--- config.mk ---
export PLATFORM = sky130hd
export DESIGN_NAME = ofs_chain
export DESIGN_NICKNAME = d
export VERILOG_FILES = /design/src/rtl/ofs_chain_pkg.sv /design/src/rtl/ofs_chain_ctrl.sv /design/src/rtl/ofs_chain_store.sv /design/src/rtl/ofs_chain.sv
export SDC_FILE = /design/constraint.sdc
export NUM_CORES = 1
export LEC_CHECK = 0
export BUFFER_PORTS_ARGS = -buffer_cell sky130_fd_sc_hd__buf_2
export CORE_ASPECT_RATIO = 0.6
export CORE_MARGIN = 4
export CORE_UTILIZATION = 40
export CTS_CLUSTER_DIAMETER = 200
export DETAILED_ROUTE_END_ITERATION = 8
export HOLD_SLACK_MARGIN = 0.1
export PLACE_DENSITY = 0.62
export SLEW_MARGIN = 20
export SYNTH_ARGS = -nofsm -noshare
export SYNTH_HDL_FRONTEND = slang
export SYNTH_SLANG_ARGS = --single-unit
--- constraint.sdc ---
create_clock -name clk -period 1.9 [get_ports clk]
set_input_delay 0.095 -clock clk [delete_from_list [all_inputs] [get_ports clk]]
set_output_delay 0.095 -clock clk [all_outputs]
set_load 0.005 [all_outputs]
--- src/rtl/ofs_chain_pkg.sv ---
package ofs_chain_pkg;

  // Strobes passed from the chain control to the offset storage.
  typedef struct packed {
    logic wr;    // write serialIn into the addressed bit
    logic rd;    // present the addressed bit on serialOut
    logic wrAf;  // write target is the almost-full register
    logic rdAf;  // read source is the almost-full register
  } ofsStrobe_t;

endpackage

--- src/rtl/ofs_chain_ctrl.sv ---
module ofs_chain_ctrl
  import ofs_chain_pkg::*;
#(
  parameter int NUM_CH = 4,
  parameter int OFS_W  = 16
) (
  input  logic                     clk,
  input  logic                     mrs,
  input  logic                     quadSel,
  input  logic                     loadEn,
  input  logic                     readEn,
  output ofsStrobe_t               strb,
  output logic [$clog2(NUM_CH)-1:0] wrCh,
  output logic [$clog2(NUM_CH)-1:0] rdCh,
  output logic [$clog2(OFS_W)-1:0]  wrBit,
  output logic [$clog2(OFS_W)-1:0]  rdBit,
  output logic                     quadMode
);

  localparam int SLOTS = 2 * NUM_CH;
  localparam int SW    = $clog2(SLOTS);
  localparam int CHW   = $clog2(NUM_CH);
  localparam int BW    = $clog2(OFS_W);
  localparam logic [BW-1:0] LAST_BIT  = BW'(OFS_W - 1);
  localparam logic [SW-1:0] LAST_FULL = SW'(SLOTS - 1);
  localparam logic [SW-1:0] LAST_HALF = SW'(NUM_CH - 1);

  logic          cfgQuad;
  logic [SW-1:0] wrSlot, rdSlot;
  logic [SW-1:0] lastSlot;
  logic          wrGo, rdGo;

  assign lastSlot = cfgQuad ? LAST_FULL : LAST_HALF;
  assign wrGo     = loadEn;
  assign rdGo     = readEn & ~loadEn;   // load wins on a collision

  function automatic logic [CHW-1:0] slotToCh(input logic [SW-1:0] s, input logic q);
    int active;
    active = q ? NUM_CH : NUM_CH / 2;
    return CHW'(active - 1 - int'(s >> 1));
  endfunction

  always_ff @(posedge clk) begin
    if (mrs) begin
      cfgQuad <= quadSel;
      wrSlot  <= '0;
      wrBit   <= '0;
      rdSlot  <= '0;
      rdBit   <= '0;
    end else begin
      if (wrGo) begin
        if (wrBit == LAST_BIT) begin
          wrBit  <= '0;
          wrSlot <= (wrSlot == lastSlot) ? '0 : wrSlot + 1'b1;
        end else begin
          wrBit <= wrBit + 1'b1;
        end
      end
      if (rdGo) begin
        if (rdBit == LAST_BIT) begin
          rdBit  <= '0;
          rdSlot <= (rdSlot == lastSlot) ? '0 : rdSlot + 1'b1;
        end else begin
          rdBit <= rdBit + 1'b1;
        end
      end
    end
  end

  always_comb begin
    strb.wr   = wrGo;
    strb.rd   = rdGo;
    strb.wrAf = wrSlot[0];
    strb.rdAf = rdSlot[0];
    wrCh      = slotToCh(wrSlot, cfgQuad);
    rdCh      = slotToCh(rdSlot, cfgQuad);
    quadMode  = cfgQuad;
  end

  // configuration only moves under reset
  p_cfg_stable_r9: assert property (@(posedge clk) disable iff (mrs)
    !mrs |=> $stable(cfgQuad));

  // neither position ever leaves the active chain
  p_slot_range_r4: assert property (@(posedge clk) disable iff (mrs)
    (wrSlot <= lastSlot) && (rdSlot <= lastSlot));

  // a collision leaves the read position in place
  p_rd_hold_r8: assert property (@(posedge clk) disable iff (mrs)
    (loadEn && readEn) |=> ($stable(rdSlot) && $stable(rdBit)));

endmodule

--- src/rtl/ofs_chain_store.sv ---
module ofs_chain_store
  import ofs_chain_pkg::*;
#(
  parameter int               NUM_CH     = 4,
  parameter int               OFS_W      = 16,
  parameter logic [OFS_W-1:0] AE_DEFAULT = '0,
  parameter logic [OFS_W-1:0] AF_DEFAULT = '0
) (
  input  logic                       clk,
  input  logic                       mrs,
  input  logic                       serialIn,
  input  ofsStrobe_t                 strb,
  input  logic [$clog2(NUM_CH)-1:0]  wrCh,
  input  logic [$clog2(NUM_CH)-1:0]  rdCh,
  input  logic [$clog2(OFS_W)-1:0]   wrBit,
  input  logic [$clog2(OFS_W)-1:0]   rdBit,
  input  logic                       quadMode,
  output logic                       serialOut,
  output logic [NUM_CH*OFS_W-1:0]    aeFlat,
  output logic [NUM_CH*OFS_W-1:0]    afFlat
);

  localparam int TOTAL = NUM_CH * OFS_W;
  localparam int HALF  = (NUM_CH / 2) * OFS_W;

  logic [OFS_W-1:0] aeReg [NUM_CH];
  logic [OFS_W-1:0] afReg [NUM_CH];
  logic             rdVal;

  for (genvar c = 0; c < NUM_CH; c++) begin : g_ch
    always_ff @(posedge clk) begin
      if (mrs) begin
        aeReg[c] <= AE_DEFAULT;
        afReg[c] <= AF_DEFAULT;
      end else if (strb.wr && (int'(wrCh) == c)) begin
        if (strb.wrAf) afReg[c][wrBit] <= serialIn;
        else           aeReg[c][wrBit] <= serialIn;
      end
    end
    assign aeFlat[c*OFS_W +: OFS_W] = aeReg[c];
    assign afFlat[c*OFS_W +: OFS_W] = afReg[c];
  end

  assign rdVal = strb.rdAf ? afReg[rdCh][rdBit] : aeReg[rdCh][rdBit];

  always_ff @(posedge clk) begin
    if (mrs)          serialOut <= 1'b0;
    else if (strb.rd) serialOut <= rdVal;
  end

  // storage holds whenever no load strobe arrives
  p_store_hold_r5: assert property (@(posedge clk) disable iff (mrs)
    !strb.wr |=> ($stable(aeFlat) && $stable(afFlat)));

  // one load strobe changes at most one stored bit
  p_one_bit_r7: assert property (@(posedge clk) disable iff (mrs)
    strb.wr |=> ($countones({aeFlat, afFlat} ^ $past({aeFlat, afFlat})) <= 1));

  // serial output holds without a read
  p_sout_hold_r10: assert property (@(posedge clk) disable iff (mrs)
    !strb.rd |=> $stable(serialOut));

  // upper channels are frozen in the half configuration
  p_upper_frozen_r4: assert property (@(posedge clk) disable iff (mrs)
    !quadMode |=> ($stable(aeFlat[TOTAL-1:HALF]) && $stable(afFlat[TOTAL-1:HALF])));

endmodule

--- src/rtl/ofs_chain.sv ---
module ofs_chain
  import ofs_chain_pkg::*;
#(
  parameter int               NUM_CH     = 4,
  parameter int               OFS_W      = 16,
  parameter logic [OFS_W-1:0] AE_DEFAULT = 16'h007F,
  parameter logic [OFS_W-1:0] AF_DEFAULT = 16'h00FF
) (
  input  logic                    clk,
  input  logic                    mrs,
  input  logic                    quadSel,
  input  logic                    serialIn,
  input  logic                    loadEn,
  input  logic                    readEn,
  output logic                    serialOut,
  output logic [NUM_CH*OFS_W-1:0] aeOffsets,
  output logic [NUM_CH*OFS_W-1:0] afOffsets
);

  localparam int CHW = $clog2(NUM_CH);
  localparam int BW  = $clog2(OFS_W);

  ofsStrobe_t     strb;
  logic [CHW-1:0] wrCh, rdCh;
  logic [BW-1:0]  wrBit, rdBit;
  logic           quadMode;

  ofs_chain_ctrl #(.NUM_CH(NUM_CH), .OFS_W(OFS_W)) u_ctrl (
    .clk(clk), .mrs(mrs), .quadSel(quadSel), .loadEn(loadEn), .readEn(readEn),
    .strb(strb), .wrCh(wrCh), .rdCh(rdCh), .wrBit(wrBit), .rdBit(rdBit),
    .quadMode(quadMode)
  );

  ofs_chain_store #(.NUM_CH(NUM_CH), .OFS_W(OFS_W),
                    .AE_DEFAULT(AE_DEFAULT), .AF_DEFAULT(AF_DEFAULT)) u_store (
    .clk(clk), .mrs(mrs), .serialIn(serialIn), .strb(strb),
    .wrCh(wrCh), .rdCh(rdCh), .wrBit(wrBit), .rdBit(rdBit), .quadMode(quadMode),
    .serialOut(serialOut), .aeFlat(aeOffsets), .afFlat(afOffsets)
  );

endmodule

# After elaboration in Yosys (flattened, before gate mapping)
# Memories as Yosys holds them, arrays and structs flattened.
# Index checks and enable logic that the tools add are counted.
# Widths: inputs -> output; s select.
dict set report totals {
  in_bits 6
  wordCells 332
  rom_bits 0
  latch_bits 0
  ramBits 128
  ff_bits 16
  memories 2
  out_inout_bits 129
}
# name depth width read_ports rd_ports_with_merged_regs wr line_no
set memory_table {}
lappend memory_table {u_store.aeReg 4 16 5 0 4 ofs_chain_store.sv:26} ;# logic [OFS_W-1:0] aeReg [NUM_CH];
lappend memory_table {u_store.afReg 4 16 5 0 4 ofs_chain_store.sv:27} ;# logic [OFS_W-1:0] afReg [NUM_CH];
dict set report classes {
  n_mux 169
  n_div 0
  bitwise_logic 130
  n_lt_le_gt_ge 3
  n_mul 0
  shift 0
  reduce_logical 8
  n_addsub 7
  eq_ne 7
}
# op n
set op_table {}
lappend op_table {{$mux 1} 152}
lappend op_table {{$mux 16} 8}
lappend op_table {{$or 1x1->1} 128}
lappend op_table {{$lt 4x5->1 const B} 2}
lappend op_table {{$mux 3} 3}
lappend op_table {{$add 4x1->4 const B} 2}
lappend op_table {{$bmux 1 s4} 2}
lappend op_table {{$eq 4x4->1 const B} 2}
lappend op_table {{$mux 4} 2}
lappend op_table {{$add 3x1->3 const B} 2}
lappend op_table {{$eq 3x3->1} 2}
lappend op_table {{$logic_and 1x1->1} 5}
lappend op_table {{$demux 1 s4} 1}
lappend op_table {{$eq 2x2->1 const B} 2}
lappend op_table {{$ge 4x1->1 const B} 1}
lappend op_table {{$reduce_and 2->1} 2}
lappend op_table {{$sub 2x2->2} 2}
lappend op_table {{$eq 2x1->1 const B} 1}
lappend op_table {{$logic_not 2->1} 1}
lappend op_table {{$mux 2} 1}
lappend op_table {{$sub 2x2->2 const B} 1}
lappend op_table {{$and 1x1->1} 1}
lappend op_table {{$not 1->1} 1}

# Logic depth before layout (Yosys ltp)
dict set report depth {
  depth_word 9
  depth_mapped 10
  depth_no_buf 7
}

# Hierarchy
# A second synthesis with hierarchy kept.
dict set report hier_totals {
  cells_unflattened 683
  hier_area_um2 7820.0
}
# mod n_inst cells_per_inst area_per_inst_um2 seq_area_each_um2
set modules_own_cells {}
lappend modules_own_cells {ofs_chain_store 1 600 7064.3 3863.7}
lappend modules_own_cells {ofs_chain_ctrl 1 83 755.7 310.3}

# Least setup slack after synthesis
# No wires, ideal clock.
dict set report synth_path {
  path_type {register to register}
  start {register u_ctrl.cfgQuad, in the netlist u_ctrl.quadMode}
  end {memory u_store.aeReg[3][12], enable pin}
  path_stages_with_launch 6
  n_path_buf 2
  setup_slack_ps 45
  arrival_ps 1550
  cell_sequence {edfxtp_1 buf_2 xnor2_2 or4_1 clkbuf_1 o21bai_1}
}
# item line_no
set synth_lines {}
lappend synth_lines {{from (decl)} ofs_chain_ctrl.sv:28} ;# logic cfgQuad;
lappend synth_lines {{from (signal assigned)} ofs_chain_ctrl.sv:45} ;# cfgQuad <= quadSel;
lappend synth_lines {{to (decl)} ofs_chain_store.sv:26}

# Worst setup path after layout
dict set report layout_path {
  start {register u_ctrl.cfgQuad, in the netlist u_ctrl.quadMode}
  end {register u_store.serialOut}
}
dict set report layout_between {
  elab_chain_len 7
  word_cells_on_any_way 10
  classes_between {add/sub (2); mux (6); memory (2)}
}
# item line_no
set layout_lines {}
lappend layout_lines {{$mux 2 *} ofs_chain_ctrl.sv:39} ;# active = q ? NUM_CH : NUM_CH / 2;
lappend layout_lines {{$sub 2x2->2 * (2 in series)} ofs_chain_ctrl.sv:40} ;# return CHW'(active - 1 - int'(s >> 1));
lappend layout_lines {{$mem_v2 4x16 (on tied branches)} n/a}
lappend layout_lines {{$bmux 1 s4} ofs_chain_store.sv:44} ;# assign rdVal = strb.rdAf ? afReg[rdCh][rdBit] : aeReg[rdCh][rdBit];
lappend layout_lines {{$mux 1 (implied by the code)} ofs_chain_store.sv:44}
lappend layout_lines {{$mux 1 *} ofs_chain_store.sv:44}
lappend layout_lines {{to (signal assigned)} ofs_chain_store.sv:48} ;# else if (strb.rd) serialOut <= rdVal;
lappend layout_lines {{to (decl)} ofs_chain_store.sv:18} ;# output logic serialOut,
# Mark *: on every way between the ends. The rest lies on a longest branch, timed or not. The select of a mux whose other input is x is not followed.
# A chain may end at the register's enable or synchronous reset.

==> results.sh <==
export IMPL_hold_end="u_ctrl.wrBit[3]$_SDFFE_PP0P_"
export IMPL_dieWidth_um=187
export IMPL_fin_skew_ns=0.0150
export IMPL_clock_path_buffers=2
export IMPL_cpMaxStageDelayCell="edfxtp_1"
export IMPL_syn_nets=790
export IMPL_synth_enable_flop_cells=129
export IMPL_final_core_util_pct=54.9
export IMPL_synth_top_family_by_area="simple AND/OR/NAND/NOR gates"
export IMPL_critPathArrivalTime_ns=2.42
export IMPL_synthMuxAreaShare_pct=4.50
export IMPL_min_path_type="in -> reg"
export IMPL_drv_slew=0
export IMPL_drv_cap=0
export IMPL_place_area_um2=9320
export IMPL_power_leakage_nw=3.81
export IMPL_h_tree_depth=4
export IMPL_reg2reg_slack_ns=-0.23
export IMPL_crit_buf_inv=2
export IMPL_fin_crit_sh_pct=112
export IMPL_crit_family="simple AND/OR/NAND/NOR gates"
export IMPL_first_iter_violations=977
export IMPL_total_power_mw=7.77
export IMPL_yosys_register_bits=144
export IMPL_drive_gt1_share_pct=30.0
export IMPL_insertion_delay_ns=0.43
export IMPL_placeableCoreArea_um2=18400
export IMPL_dp_slack_ns=-0.342
export IMPL_ys_warn_count=0
export IMPL_clock_sinks=144
export IMPL_die_h_um=115
export IMPL_grt_pass1_wl_um=39700
export IMPL_drc=0
export IMPL_synth_flop_cell="edfxtp_1"
export IMPL_hold_viol=0
export IMPL_overflow=0
export IMPL_tightest_slew_ns=0.910
export IMPL_synth_top_area_share_pct=50.3
export IMPL_synthSimpleGateAreaFrac_pct=19.2
export IMPL_worstHoldStart="loadEn"
export IMPL_placementRows=38
export IMPL_path_cells="buf_4 > xor2_4 > buf_12 > nand2_1 > a21oi_1 > nor4_1 > a311oi_1 > nor3_1 > o21ai_1"
export IMPL_clkSlewWorstSetupHoldPaths_ns=0.06
export IMPL_finalSetupViolCount=65
export IMPL_power_density_nw_per_um2=768
export IMPL_irDropWorstVdd_uv=544
export IMPL_status="finished with violations"
export IMPL_synthTopCellsByCount="168 x nand2_1, 129 x edfxtp_1, 96 x o21bai_1"
export IMPL_pin_count=135
export IMPL_synth_cell_types=42
export IMPL_port_buffers=134
export IMPL_synth_seq_area_share_pct=54.2
export IMPL_clockRootBuffer="clkbuf_16"
export IMPL_synth_top_cells_by_area="edfxtp_1 50%, o21bai_1 9.4%, nand2_1 8.2%, nor2_1 4.4%, dfxtp_1 3.9%"
export IMPL_ant_nets=0
export IMPL_post_drt_via_cell_ratio=5.75
export IMPL_place_congestion=0.898
export IMPL_cts_tree="done"
export IMPL_yosysTopAreaCell="edfxtp_1"
export IMPL_worst_slack_ns=-0.234
export IMPL_relSlewSlack_pct=39.4
export IMPL_rsz0062_at_grt="true"
export IMPL_cp_required_ns=2.19
export IMPL_dp_hpwl_um=18900
export IMPL_startpoint_type="flop"
export IMPL_rr_endpoint="u_store.serialOut$_SDFFE_PP0P_"
export IMPL_critPathLaunch="u_ctrl.quadMode$_DFFE_PP_"
export IMPL_syn_avg_cell_area_um2=9.90
export IMPL_finalCriticalPeriod_ns=2.13
export IMPL_synth_async_reset_ratio_pct=0
export IMPL_crit_type="reg -> reg"
export IMPL_worstHoldPathCells=4
export IMPL_yosysMostFrequentCell="nand2_1"
export IMPL_violations="setup timing"
export IMPL_cp_max_fo=22
export IMPL_dieArea_um2=21600
export IMPL_start_util_pct=41.7
export IMPL_synth_fa_ha_area_share_pct=1.14
export IMPL_synth_compound_area_share_pct=15.5
export IMPL_antenna_found_initial=0
export IMPL_insertedDiodeCount=0
export IMPL_syn_area_um2=7690
export IMPL_post_route_cell_area_um2=10100
export IMPL_grt_use_total_pct=24.4
export IMPL_grt_pass1_vias=6529
export IMPL_max_freq_ghz=0.469
export IMPL_fin_nets=973
export IMPL_critPathMaxStageDelay_ns=0.47
export IMPL_firstDrtPassIters=5
export IMPL_grt_start_max_net_pins=93
export IMPL_synth_xor_area_share_pct=1.11
export IMPL_wl_per_cell_um=21.8
export IMPL_endpoint_kind="flop"
export IMPL_routed_via_count=6970
export IMPL_cts_made_buffers=17
export IMPL_synth_cells=777
export IMPL_reg2reg_from="u_ctrl.quadMode$_DFFE_PP_"
export IMPL_syn2layout_area_growth_pct=31.6
export IMPL_reg2regPathDepth=9
export IMPL_routed_wirelength_um=26400
area by class of cell:
type,count,area (µm²)
flip-flops and latches,144,4170
fillers,1696,8320
well taps,240,300
clock buffers,19,433
repair buffers,239,1740
clock inverters,13,136
inverters,4,15.0
multi-input cells,554,3330
registers in the layout, summed over array words and instances, names as in the netlist:
| register | flops |
|---|---|
| u_ctrl.rdBit | 4 |
| u_ctrl.rdSlot | 3 |
| u_ctrl.wrSlot | 3 |
| u_store.serialOut | 1 |
| u_store.afReg | 64 |
| u_ctrl.quadMode | 1 |
| u_ctrl.wrBit | 4 |
| u_store.aeReg | 64 |
metal layers:
metal  global-route usage [%]  part of all wire (%)
met1                     37.1                    46
met2                     34.4                    41
met3                     7.92                    13
met4                     4.58                  0.66
met5                        0                     0
worst max path at each step:
stage	endpoint	cells past startpoint
2_1_floorplan	u_store.aeReg[3][12]$_DFFE_PP_	5
3_3_place_gp	u_store.serialOut$_SDFFE_PP0P_	8
3_5_place_dp	u_store.serialOut$_SDFFE_PP0P_	8
4_1_cts	u_store.serialOut$_SDFFE_PP0P_	7
5_1_grt	u_store.serialOut$_SDFFE_PP0P_	7
6_report	u_store.serialOut$_SDFFE_PP0P_	9
through the flow:
step	hold slack, ns	setup TNS, ns	instances
6_report	0.188	-3.46	1213
5_1_grt	0.189	-9.97	1213
4_1_cts	0.164	-1.50	1207
3_5_place_dp	0.324	-4.08	1169
3_3_place_gp	0.323	-1.00	1169
2_1_floorplan	0.194	0	777
worst reg2reg max path, stage by stage, from the launching register on:
cell	delay [ns]
edfxtp_1	0.47
buf_4	0.24
xor2_4	0.18
buf_12	0.17
nand2_1	0.10
a21oi_1	0.07
nor4_1	0.27
a311oi_1	0.09
nor3_1	0.27
o21ai_1	0.14
logic make-up (layout without fill, tap and decap cells):
family / count (synthesis) / after routing
AOI/OAI and AO/OA: 165 / 165
xor gates and xnor gates: 8 / 8
adders and majority gates: 7 / 7
buffers and inverters: 79 / 275
DFF: 144 / 144
muxes: 27 / 27
and+or+nand+nor: 347 / 347
power by group:
| part | switching, mW | internal, mW |
|---|---|---|
| clock network | 1.39 | 1.94 |
| logic | 0.450 | 0.372 |
| registers | 0.0805 | 3.54 |
cell usage in the layout, fill, tap and decap left out, types with 4 or more instances in the layout:
cell type   count
nor2b_1        10
and2_1          6
inv_6           4
mux4_2          6
o22ai_1         4
dfxtp_1        15
nand3_1        32
a21oi_1         9
mux2i_1        16
clkinvlp_4      4
nand2_1       167
nand2b_1        6
nor3_1          6
o21bai_1       95
mux2i_2         4
edfxtp_1      129
inv_1           4
nor2_1         88
clkbuf_16      17
o21ai_0         4
nand4_1        16
buf_2         134
buf_12         21
a31oi_1        10
ha_1            7
a21o_1         32
buf_4          80
timing repair:
action,4_1_cts,5_1_grt
buffers inserted,4,5
cloned,1,1
gates resized for setup,6,20
endpoints found under the hold margin,1,0
endpoints found under the setup margin,128,143
pin swaps,2,4
hold buffers,1,0
Note: power is estimated with default switching activity, not from simulation.
